<file path="config.mk">
export PLATFORM = sky130hd
export DESIGN_NAME = eq_train_seq
export DESIGN_NICKNAME = d
export VERILOG_FILES = /design/src/rtl/eq_train_pkg.sv /design/src/rtl/eq_pat_sel.sv /design/src/rtl/eq_lane_eval.sv /design/src/rtl/eq_frame.sv /design/src/rtl/eq_train_seq.sv
export SDC_FILE = /design/constraint.sdc
export NUM_CORES = 1
export LEC_CHECK = 0
export BUFFER_PORTS_ARGS = -buffer_cell sky130_fd_sc_hd__buf_2
export CORE_MARGIN = 4
export CORE_UTILIZATION = 30
export CTS_CLUSTER_SIZE = 25
export DETAILED_ROUTE_END_ITERATION = 7
export PLACE_DENSITY = 0.64
export SYNTH_ARGS = -nofsm -noshare
export SYNTH_HDL_FRONTEND = slang
export SYNTH_SLANG_ARGS = --single-unit
</file>
<file path="constraint.sdc">
create_clock -name clk_i -period 5.05 [get_ports clk_i]
set_clock_uncertainty 0.05 [all_clocks]
set_input_delay 0.505 -clock clk_i [delete_from_list [all_inputs] [get_ports clk_i]]
set_output_delay 0.505 -clock clk_i [all_outputs]
set_load 0.02 [all_outputs]
</file>
<file path="src/rtl/eq_train_pkg.sv">
package eq_train_pkg;

  typedef enum logic [2:0] {
    PAT_IDLE = 3'd0,
    PAT_2    = 3'd2,
    PAT_3    = 3'd3,
    PAT_4    = 3'd4
  } pat_e;

  typedef enum logic [1:0] {
    AUX_RD      = 2'd0,
    AUX_WR_PAT  = 2'd1,
    AUX_WR_LANE = 2'd2
  } aux_op_e;

  typedef enum logic [1:0] {
    FR_PAT_LANES = 2'd0,
    FR_LANES     = 2'd1,
    FR_PAT_ONLY  = 2'd2
  } frame_e;

  typedef enum logic [2:0] {
    S_IDLE, S_WR_PAT, S_WAIT, S_RD, S_ADJ, S_WR_LANE, S_EXIT, S_STOP
  } state_e;

  localparam int SCR_OFF_BIT = 5;

  function automatic logic [3:0] pat_code(pat_e p);
    case (p)
      PAT_4:   return 4'h7;
      PAT_3:   return 4'h3;
      PAT_2:   return 4'h2;
      default: return 4'h0;
    endcase
  endfunction

endpackage

</file>
<file path="src/rtl/eq_pat_sel.sv">
module eq_pat_sel
  import eq_train_pkg::*;
#(
  parameter int RATE_W  = 16,
  parameter int RATE_P4 = 810,
  parameter int RATE_P3 = 540
) (
  input  logic              src_p4_i,
  input  logic              snk_p4_i,
  input  logic              src_p3_i,
  input  logic              snk_p3_i,
  input  logic [RATE_W-1:0] rate_i,
  output pat_e              pat_o,
  output logic [7:0]        pat_byte_o,
  output logic              warn_p4_o,
  output logic              warn_p3_o
);

  always_comb begin
    if (src_p4_i && snk_p4_i)      pat_o = PAT_4;
    else if (src_p3_i && snk_p3_i) pat_o = PAT_3;
    else                           pat_o = PAT_2;
  end

  always_comb begin
    pat_byte_o              = '0;
    pat_byte_o[3:0]         = pat_code(pat_o);
    pat_byte_o[SCR_OFF_BIT] = (pat_o != PAT_4);
  end

  assign warn_p4_o = (rate_i == RATE_W'(RATE_P4)) && (pat_o != PAT_4);
  assign warn_p3_o = (rate_i >= RATE_W'(RATE_P3)) && (pat_o == PAT_2);

endmodule

</file>
<file path="src/rtl/eq_lane_eval.sv">
module eq_lane_eval #(
  parameter int LANES  = 4,
  parameter int LCNT_W = $clog2(LANES+1)
) (
  input  logic [LANES*4-1:0] sts_i,
  input  logic               align_i,
  input  logic [LCNT_W-1:0]  lanes_i,
  output logic               cr_ok_o,
  output logic               eq_ok_o
);

  logic [LANES-1:0] cr_v, eq_v, unused_hi;

  for (genvar i = 0; i < LANES; i++) begin : g_lane
    logic act;
    assign act          = (LCNT_W'(i) < lanes_i);
    assign cr_v[i]      = !act || sts_i[4*i];
    assign eq_v[i]      = !act || (sts_i[4*i+1] && sts_i[4*i+2]);
    assign unused_hi[i] = sts_i[4*i+3];
  end

  logic unused_bits;
  assign unused_bits = ^unused_hi;

  assign cr_ok_o = &cr_v;
  assign eq_ok_o = (&eq_v) && align_i;

endmodule

</file>
<file path="src/rtl/eq_frame.sv">
module eq_frame
  import eq_train_pkg::*;
#(
  parameter int LANES  = 4,
  parameter int LCNT_W = $clog2(LANES+1),
  parameter int LEN_W  = $clog2(LANES+2)
) (
  input  frame_e               mode_i,
  input  logic [7:0]           pat_byte_i,
  input  logic [7:0]           drive_i,
  input  logic [LCNT_W-1:0]    lanes_i,
  output logic [(LANES+1)*8-1:0] wdata_o,
  output logic [LEN_W-1:0]     len_o
);

  for (genvar b = 0; b <= LANES; b++) begin : g_byte
    logic [7:0] v;
    if (b == 0) begin : g_first
      always_comb begin
        case (mode_i)
          FR_LANES: v = (lanes_i != '0) ? drive_i : 8'h00;
          default:  v = pat_byte_i;
        endcase
      end
    end else if (b == LANES) begin : g_last
      always_comb begin
        case (mode_i)
          FR_PAT_LANES: v = (LCNT_W'(b-1) < lanes_i) ? drive_i : 8'h00;
          default:      v = 8'h00;
        endcase
      end
    end else begin : g_mid
      always_comb begin
        case (mode_i)
          FR_PAT_LANES: v = (LCNT_W'(b-1) < lanes_i) ? drive_i : 8'h00;
          FR_LANES:     v = (LCNT_W'(b) < lanes_i) ? drive_i : 8'h00;
          default:      v = 8'h00;
        endcase
      end
    end
    assign wdata_o[8*b +: 8] = v;
  end

  always_comb begin
    case (mode_i)
      FR_PAT_LANES: len_o = LEN_W'(lanes_i) + LEN_W'(1);
      FR_LANES:     len_o = LEN_W'(lanes_i);
      default:      len_o = LEN_W'(1);
    endcase
  end

endmodule

</file>
<file path="src/rtl/eq_train_seq.sv">
module eq_train_seq
  import eq_train_pkg::*;
#(
  parameter int LANES    = 4,
  parameter int RATE_W   = 16,
  parameter int RATE_P4  = 810,
  parameter int RATE_P3  = 540,
  parameter int MAX_ITER = 5,
  localparam int LCNT_W  = $clog2(LANES+1),
  localparam int LEN_W   = $clog2(LANES+2),
  localparam int STS_W   = 8*LANES+8,
  localparam int DW      = 8*(LANES+1)
) (
  input  logic              clk_i,
  input  logic              rst_ni,
  input  logic              start_i,
  input  logic              stop_i,
  input  logic              src_p4_i,
  input  logic              snk_p4_i,
  input  logic              src_p3_i,
  input  logic              snk_p3_i,
  input  logic [RATE_W-1:0] rate_i,
  input  logic [LCNT_W-1:0] lanes_i,
  input  logic [7:0]        drive_init_i,
  output logic              aux_req_o,
  output logic [1:0]        aux_op_o,
  output logic [LEN_W-1:0]  aux_len_o,
  output logic [DW-1:0]     aux_wdata_o,
  input  logic              aux_ack_i,
  input  logic              aux_ok_i,
  input  logic [STS_W-1:0]  aux_rdata_i,
  output logic              wait_req_o,
  input  logic              wait_done_i,
  output logic              adj_req_o,
  output logic [LANES*4-1:0] adj_bits_o,
  input  logic              adj_done_i,
  input  logic [7:0]        adj_drive_i,
  output logic [2:0]        tx_pat_o,
  output logic              warn_p4_o,
  output logic              warn_p3_o,
  output logic              done_o,
  output logic              pass_o
);

  localparam int IT_W = $clog2(MAX_ITER+1);

  state_e              state_q, state_d;
  pat_e                sel_pat, tx_pat_q;
  logic [7:0]          sel_byte, pat_byte_q, drive_q;
  logic                sel_w4, sel_w3, warn_p4_q, warn_p3_q;
  logic [LCNT_W-1:0]   lanes_q;
  logic [LANES*4-1:0]  adj_q;
  logic [IT_W-1:0]     iter_q;
  logic                pass_q, pass_d;
  logic                cr_ok, eq_ok, last_iter;
  frame_e              fr_mode;
  logic [DW-1:0]       fr_data;
  logic [LEN_W-1:0]    fr_len;

  eq_pat_sel #(
    .RATE_W (RATE_W),
    .RATE_P4(RATE_P4),
    .RATE_P3(RATE_P3)
  ) u_sel (
    .src_p4_i  (src_p4_i),
    .snk_p4_i  (snk_p4_i),
    .src_p3_i  (src_p3_i),
    .snk_p3_i  (snk_p3_i),
    .rate_i    (rate_i),
    .pat_o     (sel_pat),
    .pat_byte_o(sel_byte),
    .warn_p4_o (sel_w4),
    .warn_p3_o (sel_w3)
  );

  eq_lane_eval #(.LANES(LANES), .LCNT_W(LCNT_W)) u_eval (
    .sts_i  (aux_rdata_i[LANES*4-1:0]),
    .align_i(aux_rdata_i[LANES*4]),
    .lanes_i(lanes_q),
    .cr_ok_o(cr_ok),
    .eq_ok_o(eq_ok)
  );

  // status bits the sequencer never looks at
  logic unused_align;
  assign unused_align = ^aux_rdata_i[LANES*4+7:LANES*4+1];

  always_comb begin
    case (state_q)
      S_WR_LANE: fr_mode = FR_LANES;
      S_STOP:    fr_mode = FR_PAT_ONLY;
      default:   fr_mode = FR_PAT_LANES;
    endcase
  end

  eq_frame #(.LANES(LANES), .LCNT_W(LCNT_W), .LEN_W(LEN_W)) u_frame (
    .mode_i    (fr_mode),
    .pat_byte_i((state_q == S_STOP) ? 8'h00 : pat_byte_q),
    .drive_i   (drive_q),
    .lanes_i   (lanes_q),
    .wdata_o   (fr_data),
    .len_o     (fr_len)
  );

  assign last_iter = (iter_q == IT_W'(MAX_ITER-1));

  always_comb begin
    state_d = state_q;
    pass_d  = pass_q;
    case (state_q)
      S_IDLE: begin
        if (start_i) begin
          state_d = S_WR_PAT;
          pass_d  = 1'b0;
        end else if (stop_i) begin
          state_d = S_STOP;
        end
      end
      S_WR_PAT:
        if (aux_ack_i) state_d = aux_ok_i ? S_WAIT : S_EXIT;
      S_WAIT:
        if (wait_done_i) state_d = S_RD;
      S_RD: begin
        if (aux_ack_i) begin
          if (!aux_ok_i || !cr_ok) begin
            state_d = S_EXIT;
          end else if (eq_ok) begin
            state_d = S_EXIT;
            pass_d  = 1'b1;
          end else begin
            state_d = S_ADJ;
          end
        end
      end
      S_ADJ:
        if (adj_done_i) state_d = S_WR_LANE;
      S_WR_LANE:
        if (aux_ack_i) state_d = (!aux_ok_i || last_iter) ? S_EXIT : S_WAIT;
      S_EXIT:  state_d = S_IDLE;
      S_STOP:
        if (aux_ack_i) state_d = S_IDLE;
      default: state_d = S_IDLE;
    endcase
  end

  always_ff @(posedge clk_i or negedge rst_ni) begin
    if (!rst_ni) begin
      state_q    <= S_IDLE;
      tx_pat_q   <= PAT_IDLE;
      pat_byte_q <= '0;
      drive_q    <= '0;
      lanes_q    <= '0;
      adj_q      <= '0;
      iter_q     <= '0;
      pass_q     <= 1'b0;
      warn_p4_q  <= 1'b0;
      warn_p3_q  <= 1'b0;
    end else begin
      state_q <= state_d;
      pass_q  <= pass_d;
      if (state_q == S_IDLE && start_i) begin
        tx_pat_q   <= sel_pat;
        pat_byte_q <= sel_byte;
        warn_p4_q  <= sel_w4;
        warn_p3_q  <= sel_w3;
        drive_q    <= drive_init_i;
        lanes_q    <= lanes_i;
        iter_q     <= '0;
      end
      if (state_d == S_EXIT) tx_pat_q <= PAT_IDLE;
      if (state_q == S_RD && aux_ack_i)
        adj_q <= aux_rdata_i[LANES*4+8 +: LANES*4];
      if (state_q == S_ADJ && adj_done_i) drive_q <= adj_drive_i;
      if (state_q == S_WR_LANE && aux_ack_i && !last_iter) iter_q <= iter_q + 1'b1;
    end
  end

  always_comb begin
    case (state_q)
      S_RD:      aux_op_o = AUX_RD;
      S_WR_LANE: aux_op_o = AUX_WR_LANE;
      default:   aux_op_o = AUX_WR_PAT;
    endcase
  end

  assign aux_req_o   = (state_q == S_WR_PAT) || (state_q == S_RD) ||
                       (state_q == S_WR_LANE) || (state_q == S_STOP);
  assign aux_len_o   = (state_q == S_RD) ? LEN_W'(LANES+1) : fr_len;
  assign aux_wdata_o = (state_q == S_RD) ? '0 : fr_data;
  assign wait_req_o  = (state_q == S_WAIT);
  assign adj_req_o   = (state_q == S_ADJ);
  assign adj_bits_o  = adj_q;
  assign tx_pat_o    = tx_pat_q;
  assign warn_p4_o   = warn_p4_q;
  assign warn_p3_o   = warn_p3_q;
  assign done_o      = (state_q == S_EXIT);
  assign pass_o      = pass_q;

endmodule

</file>
# Word-level counts from Yosys, hierarchy flattened
# Index checks and enable logic that the tools add are counted.
totals:
  mem_bits_ro: 0
  register_bits: 44
  input_bits: 87
  n_memories: 0
  mem_bits_rw: 0
  wordCells: 123
  output_inout_bits: 71
  latchBits: 0
op_classes:
  n_div: 0
  shift: 0
  n_addsub: 2
  bitwise_logic: 0
  multipliers: 0
  n_mux: 43
  n_reduce_logical: 44
  n_eq_ne: 19
  order_cmp: 5
op_table:
  columns: ["cell", "count"]
  rows:
  - ["2-to-1 mux 8 bit", 9]
  - ["2-to-1 mux 3 bit", 16]
  - ["one-hot mux 8 bit (2 select lines)", 3]
  - ["2-to-1 mux 40 bit", 1]
  - ["one-hot mux 3 bit (8 select lines)", 1]
  - ["== test 3 bit, second input constant", 7]
  - ["== test 16 x 10 -> 1 bit, second input constant", 1]
  - ["greater-or-equal comparator 16 x 10 -> 1 bit, second input constant", 1]
  - ["logical AND 1 bit", 14]
  - ["logical OR 1 bit", 13]
  - ["== test 3 x 2 -> 1 bit, second input constant", 4]
  - ["one-hot mux 3 bit (3 select lines)", 1]
  - ["inequality test 2 bit, second input constant", 4]
  - ["one-hot mux 2 bit (2 select lines)", 2]
  - ["AND reduction 4 bit", 2]
  - ["nonzero test 2 bit", 4]
  - ["zero test 1 bit", 7]
  - ["adder 3 x 1 -> 3 bit, second input constant", 2]
  - ["less-than comparator 1 x 3 -> 1 bit, first input constant", 2]
  - ["less-than comparator 2 x 3 -> 1 bit, first input constant", 2]
  - ["2-to-1 mux 6 bit", 1]
  - ["one-hot mux 3 bit (2 select lines)", 1]
  - ["2-to-1 mux 1 bit", 5]
  - ["AND reduction 5 bit", 1]
  - ["8 further kinds", 9]

# Longest topological paths before layout
depth:
  depth_word: 11
  mapped_depth: 8
  depth_no_buf: 7

# Cells and area by module
# Synthesis repeated with hierarchy kept, for this count alone.
unflattened:
  cells_unflattened: 372
  hier_area_um2: 3140.5
by_module_without_submodules:
  columns: ["module", "n_inst", "area_per_inst_um2", "seq_area_each_um2", "cells_per_inst"]
  rows:
  - ["eq_train_seq", 1, 2474.9, 1176.1, 262]
  - ["eq_frame", 1, 404.1, 0.0, 71]
  - ["eq_pat_sel", 1, 167.7, 0.0, 26]
  - ["eq_lane_eval", 1, 93.8, 0.0, 13]

# Worst setup path before layout
# No wires, ideal clock.
synth_path:
  path_kind: "reg2out"
  start: "register state_q[1]"
  end: "output aux_wdata_o[5]"
  arrival_time_ns: 1.751
  required_time_ns: 4.495
  setup_slack_ns: 2.744
  stages_incl_launch_ff: 7
  path_buffers: 1
  path_cell_list: "dfrtp_1 -> and3b_1 -> a21boi_1 -> buf_2 -> and2_0 -> o21ai_1 -> a21oi_1"
synth_between:
  elab_chain_len: 5
synth_rtl:
  columns: ["item", "line", "text"]
  rows:
  - ["start, declared", "eq_train_seq.sv:47", "state_e state_q, state_d;"]
  - ["start signal, assigned", "eq_train_seq.sv:159", "state_q <= state_d;"]
  - ["== test 3 bit (on tied branches)", "eq_train_seq.sv:89, eq_train_seq.sv:98", null]
  - ["one-hot mux 2 bit (2 select lines)", "eq_train_seq.sv:89", "case (state_q)"]
  - ["== test 2 x 1 -> 1 bit", "eq_frame.sv:20", "case (mode_i)"]
  - ["2-to-1 mux 8 bit", "eq_frame.sv:20", null]
  - ["2-to-1 mux 40 bit (*)", "eq_train_seq.sv:189", "assign aux_wdata_o = (state_q == S_RD) ? '0 : fr_data;"]
  - ["end, declared", "eq_train_seq.sv:28", "output logic [DW-1:0] aux_wdata_o,"]
# Every way passes the cells marked *; elsewhere a longest branch is shown, timed or not.

# Worst setup path in the final report
layout_path:
  start: "register state_q[0]"
  end: "output aux_wdata_o[1]"
# The elaborated chain is that of the path after synthesis.

==> results.ini <==
[run_status]
status = complete, no violations

[sta]
drv_slew = 0
finalSetupViolCount = 0
finalSetupTns_ns = 0
rsz0062_at_grt = false
maxSlewHeadroom_pct = 36.44
hold_viol_final = 0
max_freq_ghz = 0.3031
timing.hold.ws_ns = 0.3139
tightestPinTransition_ns = 0.9534
period_share_pct = 65.33
min_period_ns = 3.299

[layout]
nNetsFinal = 514
insertedDiodeCount = 0
num-fill-cells = 851
final_area_um2 = 3468
seq_area_um2 = 1076
drive_gt1_share_pct = 40.33
multi_input_area_um2 = 1411
area_growth_pct = 33.53
stdcell_count = 529

[power]
power.share.combinational_pct = 61.0
total_power_mw = 2.314
ir_worst_vdd_mv = 0.1928
pwr-share-clk_pct = 8.9
pwr-share-seq_pct = 30.1
cellLeakagePower_nw = 1.924
switchingPower_mw = 1.185
p_int_mw = 1.129
sw_frac_of_total_pct = 51.21
power.density_nw_per_um2 = 667.1

[placement]
place_congestion = 0.8369
dp_hpwl_um = 6445
postPlaceCellArea_um2 = 3387
place.port_buffers = 146
dp_cells = 521

[setup_path]
worst_path_max_delay_cell = dfrtp_1
endpoint_kind = output port
path_max_fanout = 26
critPathTopFamily = compound AO/OA/AOI/OAI gates
critical_path_required_ns = 4.49
cp_num_buf_inv = 1
cp_data_arrival_time_ns = 2.74
worstSetupPathType = flop to output port
critical_path.startpoint_type = flop
slowest_delay_ns = 0.84
path_cells = and3b_1, a21boi_1, and2_1, o21ai_0, a21oi_1, buf_2

[grt]
top_usage_layer = met2
use_met2_pct = 26.11
grt_util_met3_pct = 4.152
grt_util_met1_pct = 19.95
grt_first_pass_wirelength_um = 12700
overflow = 0
grt_max_degree = 44
grt_usage_pct = 15.59
antenna_found_initial = 0
grt_pass1_vias = 2642

[routing]
viasPerCell = 5.011
drtPass1Iterations = 4
num_vias = 2651
drtIter0Drc = 141
routedWlPerCell_um = 15.35
postRouteWirelength_um = 8120
final_antenna_net_count = 0
drcViolationCount = 0

[synth]
yosys_warnings = 0
synth_edf_count = 0
synth.cell_area_um2 = 2597
seq_area_frac_synth_pct = 41.43
synth_flop_cell = dfrtp_1
async_flop_share_pct = 100.0
ys_seq_elements = 43
synth_area_per_cell_um2 = 9.082
synth_fp_nets = 377
yosysUniqueCellTypes = 52
synth_cells = 286

[floorplanning]
dieArea_um2 = 10210
die_w_um = 101.1
num_rows = 33
die_h_um = 101.1
initial_utilization_pct = 31.30
core_area_um2 = 8299
pin_count = 158

[clock_tree]
ctsHoldBuffers = 0
cts_tree = yes
clock_latency_ns = 0.29
clk_path_buf_depth = 2
cts_htree_levels = 2
cts_post_setup_buffers_inserted = 0
ctsResizeCount = 0
cts_buffers = 5
root_buffer = clkbuf_8
clock-sinks = 43
cts.clk_slew.worst_paths_ns = 0.08

[flow_run]
max-cap-violations = 0

[hold_path]
hold_class = input port to async pin

==> area by class of cell <==
class	instances	share of cell area [%]
clock buffer	7	2.201
clock inverter	1	0.1443
inverter	10	1.082
multi-input combinational	217	40.69
sequential	43	31.02
tap	105	3.788
timing repair buffer	146	21.07
==> Yosys cell counts, types with 3 or more instances <==
library cell	number	area, µm²
dfrtp_1	43	1076
nand2_1	33	123.9
and3_1	32	200.2
o21ai_0	21	105.1
nor2_1	17	63.81
a21oi_1	16	80.08
mux2_2	12	135.1
and2_1	9	56.30
inv_1	9	33.78
mux2i_1	9	90.09
clkbuf_1	8	30.03
buf_2	7	35.03
nor3_1	6	30.03
ha_1	4	50.05
mux2_1	4	45.04
o21ai_1	4	20.02
a2bb2oi_1	3	26.28
nand2b_1	3	18.77
nand3_1	3	15.01
nand4_1	3	18.77
==> path summary, 6_finish.rpt <==
kind	startpoint	end	slack, ns	cells past startpoint
max	state_q[0]	aux_wdata_o[1]	1.75	6
min	rst_ni	adj_bits_o[1]	0.31	1
max reg2reg	state_q[0]	tx_pat_o[1]	2.42	5
min reg2reg	pat_byte_q[1]	pat_byte_q[1]	0.43	1
max in group asynchronous	rst_ni	lanes_q[0]	4.04	1
min in group clk_i	adj_drive_i[7]	drive_q[7]	0.36	3
==> sequential cells by signal, summed over array words and instances, names as in the netlist <==
register	cells
adj_bits_o	16
drive_q	8
pat_byte_q	4
iter_q	3
lanes_q	3
state_q	3
tx_pat_o	3
pass_o	1
warn_p3_o	1
warn_p4_o	1
==> metal layers <==
layer  routed length (µm)  part of all wire, %  up-vias
met5                    0                    0        -
met3                  576                  7.1        5
met1                 3448                   42     1255
met4                   75                 0.92        0
met2                 4019                   49       91
li1                     -                    -     1300
==> power groups by stage <==
stage / Combinational [mW] / Clock [mW] / Sequential [mW]
after floorplan: 0.924 / 0 / 0.708
after global placement: 1.41 / 0 / 0.692
after detailed placement: 1.42 / 0 / 0.701
after CTS: 1.43 / 0.216 / 0.694
after global routing: 1.54 / 0.235 / 0.720
final: 1.41 / 0.206 / 0.696
==> cells in the final DEF, fill, tap and decap left out, types with 3 or more instances in the layout <==
master / netlist / layout
a21oi_1: 16 / 16
a2bb2oi_1: 3 / 3
and2_1: 9 / 9
and3_1: 32 / 32
buf_2: 7 / 146
clkbuf_8: 0 / 5
dfrtp_1: 43 / 43
ha_1: 4 / 4
inv_1: 9 / 9
mux2_1: 4 / 4
mux2_2: 12 / 12
mux2i_1: 9 / 9
nand2_1: 33 / 33
nand2b_1: 3 / 3
nand3_1: 3 / 3
nand4_1: 3 / 3
nor2_1: 17 / 17
nor3_1: 6 / 6
o21ai_0: 21 / 21
o21ai_1: 4 / 4
==> through the flow <==
step           util [%]  setup slack, ns
4_1_cts           41.79            1.751
2_1_floorplan         -            2.744
3_5_place_dp      40.81            2.089
3_3_place_gp      40.81            2.086
5_1_grt           41.79            1.551
6_report          41.79            1.751
==> cell families (layout without fill, tap and decap cells) <==
family / Yosys count / after routing / share of synthesized area (%)
adder cells (fa/ha/maj): 4 / 4 / 1.927
AND/OR/NAND/NOR: 121 / 121 / 24.66
flip-flops: 43 / 43 / 41.43
buffers and inverters: 26 / 164 / 4.239
multiplexers: 25 / 25 / 10.40
AO/OA/AOI/OAI: 67 / 67 / 17.34
No activity file was read; power rests on OpenSTA's default activity.
